File: src/rtl/usb_ls_tx_pkg.sv
package usb_ls_tx_pkg;
  typedef enum logic [2:0] {
    ST_IDLE,
    ST_LEAD,
    ST_DATA,
    ST_SE0,
    ST_EOPJ
  } tx_state_e;
endpackage

File: src/rtl/usb_ls_tx_baud.sv
module usb_ls_tx_baud #(
  parameter int BIT_CLKS = 8
) (
  input  logic clk_i,
  input  logic rst_ni,
  input  logic run_i,
  output logic tick_o
);
  localparam int CW = (BIT_CLKS > 1) ? $clog2(BIT_CLKS) : 1;
  localparam logic [CW-1:0] LAST = CW'(BIT_CLKS - 1);

  logic [CW-1:0] cnt_q;

  always_ff @(posedge clk_i or negedge rst_ni) begin
    if (!rst_ni)             cnt_q <= '0;
    else if (!run_i)         cnt_q <= '0;
    else if (cnt_q == LAST)  cnt_q <= '0;
    else                     cnt_q <= cnt_q + CW'(1);
  end

  assign tick_o = run_i && (cnt_q == LAST);

  AST_CNT_RANGE: assert property (@(posedge clk_i) disable iff (!rst_ni)
    int'(cnt_q) < BIT_CLKS);
endmodule

File: src/rtl/usb_ls_tx_nrzi.sv
module usb_ls_tx_nrzi #(
  parameter int RUN_LEN = 6
) (
  input  logic clk_i,
  input  logic rst_ni,
  input  logic init_i,
  input  logic step_i,
  input  logic bit_i,
  output logic is_k_o,
  output logic stuff_due_o
);
  localparam int RW = $clog2(RUN_LEN + 1);

  logic          k_q;
  logic [RW-1:0] run_q;

  assign stuff_due_o = (run_q == RW'(RUN_LEN));
  assign is_k_o      = k_q;

  always_ff @(posedge clk_i or negedge rst_ni) begin
    if (!rst_ni) begin
      k_q   <= 1'b0;
      run_q <= '0;
    end else if (init_i) begin
      k_q   <= 1'b0;
      run_q <= '0;
    end else if (step_i) begin
      if (stuff_due_o || !bit_i) begin
        k_q   <= ~k_q;
        run_q <= '0;
      end else begin
        run_q <= run_q + RW'(1);
      end
    end
  end

  AST_RUN_LIMIT: assert property (@(posedge clk_i) disable iff (!rst_ni)
    int'(run_q) <= RUN_LEN);
  AST_STUFF_TOGGLES: assert property (@(posedge clk_i) disable iff (!rst_ni)
    (step_i && stuff_due_o && !init_i) |=> (k_q != $past(k_q)));
endmodule

File: src/rtl/usb_ls_tx.sv
module usb_ls_tx
  import usb_ls_tx_pkg::*;
#(
  parameter int BIT_CLKS = 8,
  parameter int LEN_W    = 8,
  parameter int RUN_LEN  = 6
) (
  input  logic             clk_i,
  input  logic             rst_ni,
  input  logic             start_i,
  input  logic [LEN_W-1:0] len_i,
  output logic             byte_req_o,
  input  logic [7:0]       byte_data_i,
  output logic             dp_o,
  output logic             dm_o,
  output logic             oe_o,
  output logic             busy_o,
  output logic             done_o
);
  localparam logic [7:0] SYNC = 8'h80;

  tx_state_e        state_q;
  logic [7:0]       shift_q;
  logic [2:0]       bit_q;
  logic [LEN_W-1:0] left_q;
  logic             se0_2nd_q, req_q, done_q;

  logic tick, is_k, stuff_due, accept, last_bit, more, step, next_bit, run;

  assign run      = (state_q != ST_IDLE);
  assign accept   = (state_q == ST_IDLE) && start_i;
  assign last_bit = (bit_q == 3'd7);
  assign more     = (left_q != '0);
  assign step     = tick && ((state_q == ST_LEAD) ||
                    ((state_q == ST_DATA) && (stuff_due || !last_bit || more)));

  always_comb begin
    if (state_q == ST_LEAD) next_bit = SYNC[0];
    else if (last_bit)      next_bit = byte_data_i[0];
    else                    next_bit = shift_q[1];
  end

  usb_ls_tx_baud #(.BIT_CLKS(BIT_CLKS)) u_baud (
    .clk_i (clk_i),
    .rst_ni(rst_ni),
    .run_i (run),
    .tick_o(tick)
  );

  usb_ls_tx_nrzi #(.RUN_LEN(RUN_LEN)) u_nrzi (
    .clk_i      (clk_i),
    .rst_ni     (rst_ni),
    .init_i     (accept),
    .step_i     (step),
    .bit_i      (next_bit),
    .is_k_o     (is_k),
    .stuff_due_o(stuff_due)
  );

  always_ff @(posedge clk_i or negedge rst_ni) begin
    if (!rst_ni) begin
      state_q   <= ST_IDLE;
      shift_q   <= '0;
      bit_q     <= '0;
      left_q    <= '0;
      se0_2nd_q <= 1'b0;
      req_q     <= 1'b0;
      done_q    <= 1'b0;
    end else begin
      req_q  <= 1'b0;
      done_q <= 1'b0;
      unique case (state_q)
        ST_IDLE: if (start_i) begin
          state_q <= ST_LEAD;
          left_q  <= len_i;
        end
        ST_LEAD: if (tick) begin
          state_q <= ST_DATA;
          shift_q <= SYNC;
          bit_q   <= '0;
        end
        ST_DATA: if (tick && !stuff_due) begin
          if (!last_bit) begin
            shift_q <= {1'b0, shift_q[7:1]};
            bit_q   <= bit_q + 3'd1;
            req_q   <= (bit_q == 3'd6) && more;
          end else if (more) begin
            shift_q <= byte_data_i;
            bit_q   <= '0;
            left_q  <= left_q - LEN_W'(1);
          end else begin
            state_q   <= ST_SE0;
            se0_2nd_q <= 1'b0;
          end
        end
        ST_SE0: if (tick) begin
          if (se0_2nd_q) state_q <= ST_EOPJ;
          else           se0_2nd_q <= 1'b1;
        end
        ST_EOPJ: if (tick) begin
          state_q <= ST_IDLE;
          done_q  <= 1'b1;
        end
        default: state_q <= ST_IDLE;
      endcase
    end
  end

  always_comb begin
    unique case (state_q)
      ST_LEAD, ST_DATA: begin dp_o = is_k; dm_o = ~is_k; end
      ST_SE0:           begin dp_o = 1'b0; dm_o = 1'b0;  end
      default:          begin dp_o = 1'b0; dm_o = 1'b1;  end
    endcase
  end

  assign oe_o       = run;
  assign busy_o     = run;
  assign done_o     = done_q;
  assign byte_req_o = req_q;

  AST_LINES_HOLD: assert property (@(posedge clk_i) disable iff (!rst_ni)
    (state_q != ST_IDLE && !tick) |=> ($stable(dp_o) && $stable(dm_o)));
  AST_REST_J: assert property (@(posedge clk_i) disable iff (!rst_ni)
    !oe_o |-> (!dp_o && dm_o));
  AST_REQ_PULSE: assert property (@(posedge clk_i) disable iff (!rst_ni)
    byte_req_o |=> !byte_req_o);
  AST_DONE_PULSE: assert property (@(posedge clk_i) disable iff (!rst_ni)
    done_o |=> !done_o);
  AST_DONE_AFTER_BUSY: assert property (@(posedge clk_i) disable iff (!rst_ni)
    done_o |-> (!busy_o && $past(busy_o)));
endmodule

File: config.mk
export PLATFORM = sky130hd
export DESIGN_NAME = usb_ls_tx
export DESIGN_NICKNAME = d
export VERILOG_FILES = /design/src/rtl/usb_ls_tx_pkg.sv /design/src/rtl/usb_ls_tx_baud.sv /design/src/rtl/usb_ls_tx_nrzi.sv /design/src/rtl/usb_ls_tx.sv
export SDC_FILE = /design/constraint.sdc
export NUM_CORES = 1
export LEC_CHECK = 0
export ABC_CLOCK_PERIOD_IN_PS = 2900
export BUFFER_PORTS_ARGS = -buffer_cell sky130_fd_sc_hd__buf_2
export CAP_MARGIN = 30
export CORE_UTILIZATION = 61
export CTS_CLUSTER_DIAMETER = 30
export CTS_CLUSTER_SIZE = 20
export DETAILED_ROUTE_END_ITERATION = 16
export PLACE_DENSITY = 0.84
export SETUP_SLACK_MARGIN = 0.05
export SYNTH_ARGS = -nofsm -noshare
export SYNTH_HDL_FRONTEND = slang
export SYNTH_SLANG_ARGS = --single-unit
File: constraint.sdc
create_clock -name clk_i -period 2.9 [get_ports clk_i]
set_input_delay 0.29 -clock clk_i [delete_from_list [all_inputs] [get_ports clk_i]]
set_output_delay 0.29 -clock clk_i [all_outputs]
set_load 0.03 [all_outputs]
==> summary.md <==
| Metric | Value |
|---|---|
| Effective utilization at floorplan | 0.656 |
| Floorplan Core Area | 2810 um2 |
| Synth top area share | 0.421 |
| Clock Path Buffers | 2 |
| Hold Slack | -11.3 ps |
| Vias in the first global route | around 1500 |
| Syn Nets | 224 |
| Worst Setup End Kind | register |
| Hold Buf Count CTS | 0 |
| Grt ovf | 0 |
| H-tree depth | 2 |
| Post-CTS Resized | 0 |
| Top fanout value on the critical path | 9 |
| Final hold viol count | 15 |
| Syn-to-layout area delta | 8.57% |
| Period utilisation layout | 0.746 |
| Pwr Density | around 840 nW/um2 |
| Leakage power total | 0.863 nW |
| Final WL | ~3700 um |
| Reg2Reg Setup Slack | around 740 ps |
| CTS sink count | 31 |
| R2R cell count | 7 |
| Mapped Cells | about 200 |
| DRT iter0 DRCs | a little under 100 |
| Critical Path Max Stage Delay | approximately 420 ps |
| Commonest non-fill, non-tap cell in the layout | dfrtp_1 |
| Failing checks | DRC, hold timing |
| Post-synth EDFFs | 0 |
| Most repeated library cell on the critical path | ha_1 |
| Root Driver | clkbuf_4 |
| Fin Clk Skew | 6.31 ps |
| Chip height | ~57 um |
| WS Path Type | reg2reg |
| Slew HR | 0.547 |
| Ys async rst share | 1.00 |
| Post CTS Setup Buffer Count | 0 |
| Most used DFF post-synth | dfrtp_1 |
| FF/Latch Area | between 700 and 800 um2 |
| Dominant cell type by area after synthesis | dfrtp_1 |
| Delay-heaviest family, CP | simple AND/OR/NAND/NOR gates |
| Vias | around 1500 |
| Dominant cells by area after synthesis | dfrtp_1, ha_1, nand2_1 |
| Final Total Pwr | 1.69 mW |
| Placement Setup Slack | 757 ps |
| Max Cap Viol | 0 |
| Required time of the critical path | approximately 3200 ps |
| CP max stage cell | dfrtp_1 |
| Fin util | 0.712 |
| # setup viols final | 0 |
| Layout cell share with drive strength beyond 1 | 0.186 |
| Vias/cell | slightly above 6 |
| Cell Chain, Critical Path | ha_1 > ha_1 > buf_4 > mux2_1 > nor3b_1 > or4_1 > nand3_1 |
| CP startpoint kind | register |
| Hold WC Path Type | in2async |
| Synth cell types | 45 |
| Worst slew pin tran | roughly 680 ps |
| Reg-to-Reg Start | bit_q[0] |
| Clock Pin Slew Worst Setup and Hold Paths | 90 ps |
| # port buffers | 24 |
| Routed len/inst | 14.8 um |
| Max Freq | approximately 0.46 GHz |
| # IOs | 25 |
| Clk_lat worst skew | roughly 330 ps |
| CTS Buf Count | 5 |
| Crit path buffers/inverters | 1 |
| Syn_area_per_cell | 9.39 um2 |
| Largest net degree at the start of global routing | 32 |
| Residual DRC | 1 |
| CP startpoint | bit_q[0] |
| Multi-input gate area | roughly 960 um2 |
| Post-synthesis sequential area ratio | 0.421 |
| DP Wirelength | 2750 um |
| Die W | approximately 57 um |
| GP Congestion | around 0.86 |
| Unrepaired setup endpoints after global routing | false |
| Setup total negative slack | 0 ps |
| Post-Syn Area | around 1800 um2 |
| Max VDD drop | approximately 450 uV |
| TritonCTS clock tree | built |
| FP Rows | 19 |
| Crit path time final | roughly 2200 ps |
| #FFs+latches synth | 31 |
| First-pass GRT wire length | 6530 um |
| Final Net Count | around 250 |
| # fillers | 220 |
| Crit path DAT | between 2000 and 2500 ps |
| Final worst setup slack | 736 ps |
| # diodes | 0 |
| Max Transition Viols Final | 0 |
| Levels on crit path | 7 |
| GRT Overall Usage | 0.266 |
| Antenna violations before repair | 0 |
| Outcome | finished with violations |
| Die ar. | ~3200 um2 |
| Ys Warns | 0 |
| Antenna-violating nets left | 0 |
| Most frequent cells in the layout | dfrtp_1, buf_2, nand2_1 |
| TritonRoute pass-1 iters | 11 |
==> registers in the layout (all words and copies together) (netlist names) <==
signal,count
u_nrzi.is_k_o,1
shift_q,7
u_nrzi.run_q,3
byte_req_o,1
left_q,8
bit_q,3
done_o,1
se0_2nd_q,1
u_baud.cnt_q,3
state_q,3
==> synthesized netlist by cell type, types with 4 or more instances <==
library cell and instances:
a21oi_1 14, dfrtp_1 31, ha_1 9, inv_1 8, mux2i_1 6, nand2_1 21
nand2b_1 6, nand3_1 11, nor2_1 14, nor3_1 4, o21ai_1 10, o22a_1 9
o22ai_1 4
==> final timing paths <==
| kind | end |
|---|---|
| max | u_nrzi.is_k_o |
| min | state_q[0] |
| max reg2reg | u_nrzi.is_k_o |
| min reg2reg | u_baud.cnt_q[0] |
| max in group asynchronous | shift_q[7] |
| min in group clk_i | shift_q[7] |
==> metrics by stage <==
stage | instance area (um2) | instances
after floorplan | 1840 | 196
after global placement | 1950 | 244
after detailed placement | 1950 | 244
after CTS | 2000 | 252
after global routing | 2000 | 252
final | 2000 | 252
==> cell type report <==
cell class                      instances  area share
Sequential cell                        31       0.388
Timing Repair Buffer                   26      0.0676
Multi-Input combinational cell        147       0.483
Clock inverter                          1     0.00250
Inverter                                9      0.0169
Clock buffer                            7      0.0225
Tap cell                               31      0.0194
==> logic make-up (layout without fill, tap and decap cells) <==
logic type,after synthesis,count (layout),synth area share
muxes,7,7,0.0388
and+or+nand+nor,76,76,0.228
AOI/OAI and AO/OA,54,54,0.192
DFF,31,31,0.421
xor gates and xnor gates,1,1,0.00476
buffers and inverters,18,43,0.0544
adders and majority gates,9,9,0.0612
==> worst reg2reg max path: stages, from the launching register on <==
cell,delay (ps)
dfrtp_1,420
ha_1,220
ha_1,260
buf_4,210
mux2_1,330
nor3b_1,160
or4_1,410
nand3_1,100
==> routing by layer <==
metal / vias to the layer above / part of all wire / track usage
met3: 5 / 0.050 / 0.0612
met5: - / 0 / 0
li1: 756 / - / -
met2: 46 / 0.50 / 0.457
met1: 734 / 0.43 / 0.329
met4: 0 / 0.013 / 0.0941
==> report_power, final <==
part | internal (mW) | total (mW) | switching (mW)
logic | 0.295 | 0.674 | 0.379
clock network | 0.0943 | 0.237 | 0.142
registers | 0.589 | 0.775 | 0.186
(Power assumes the default switching activity.)
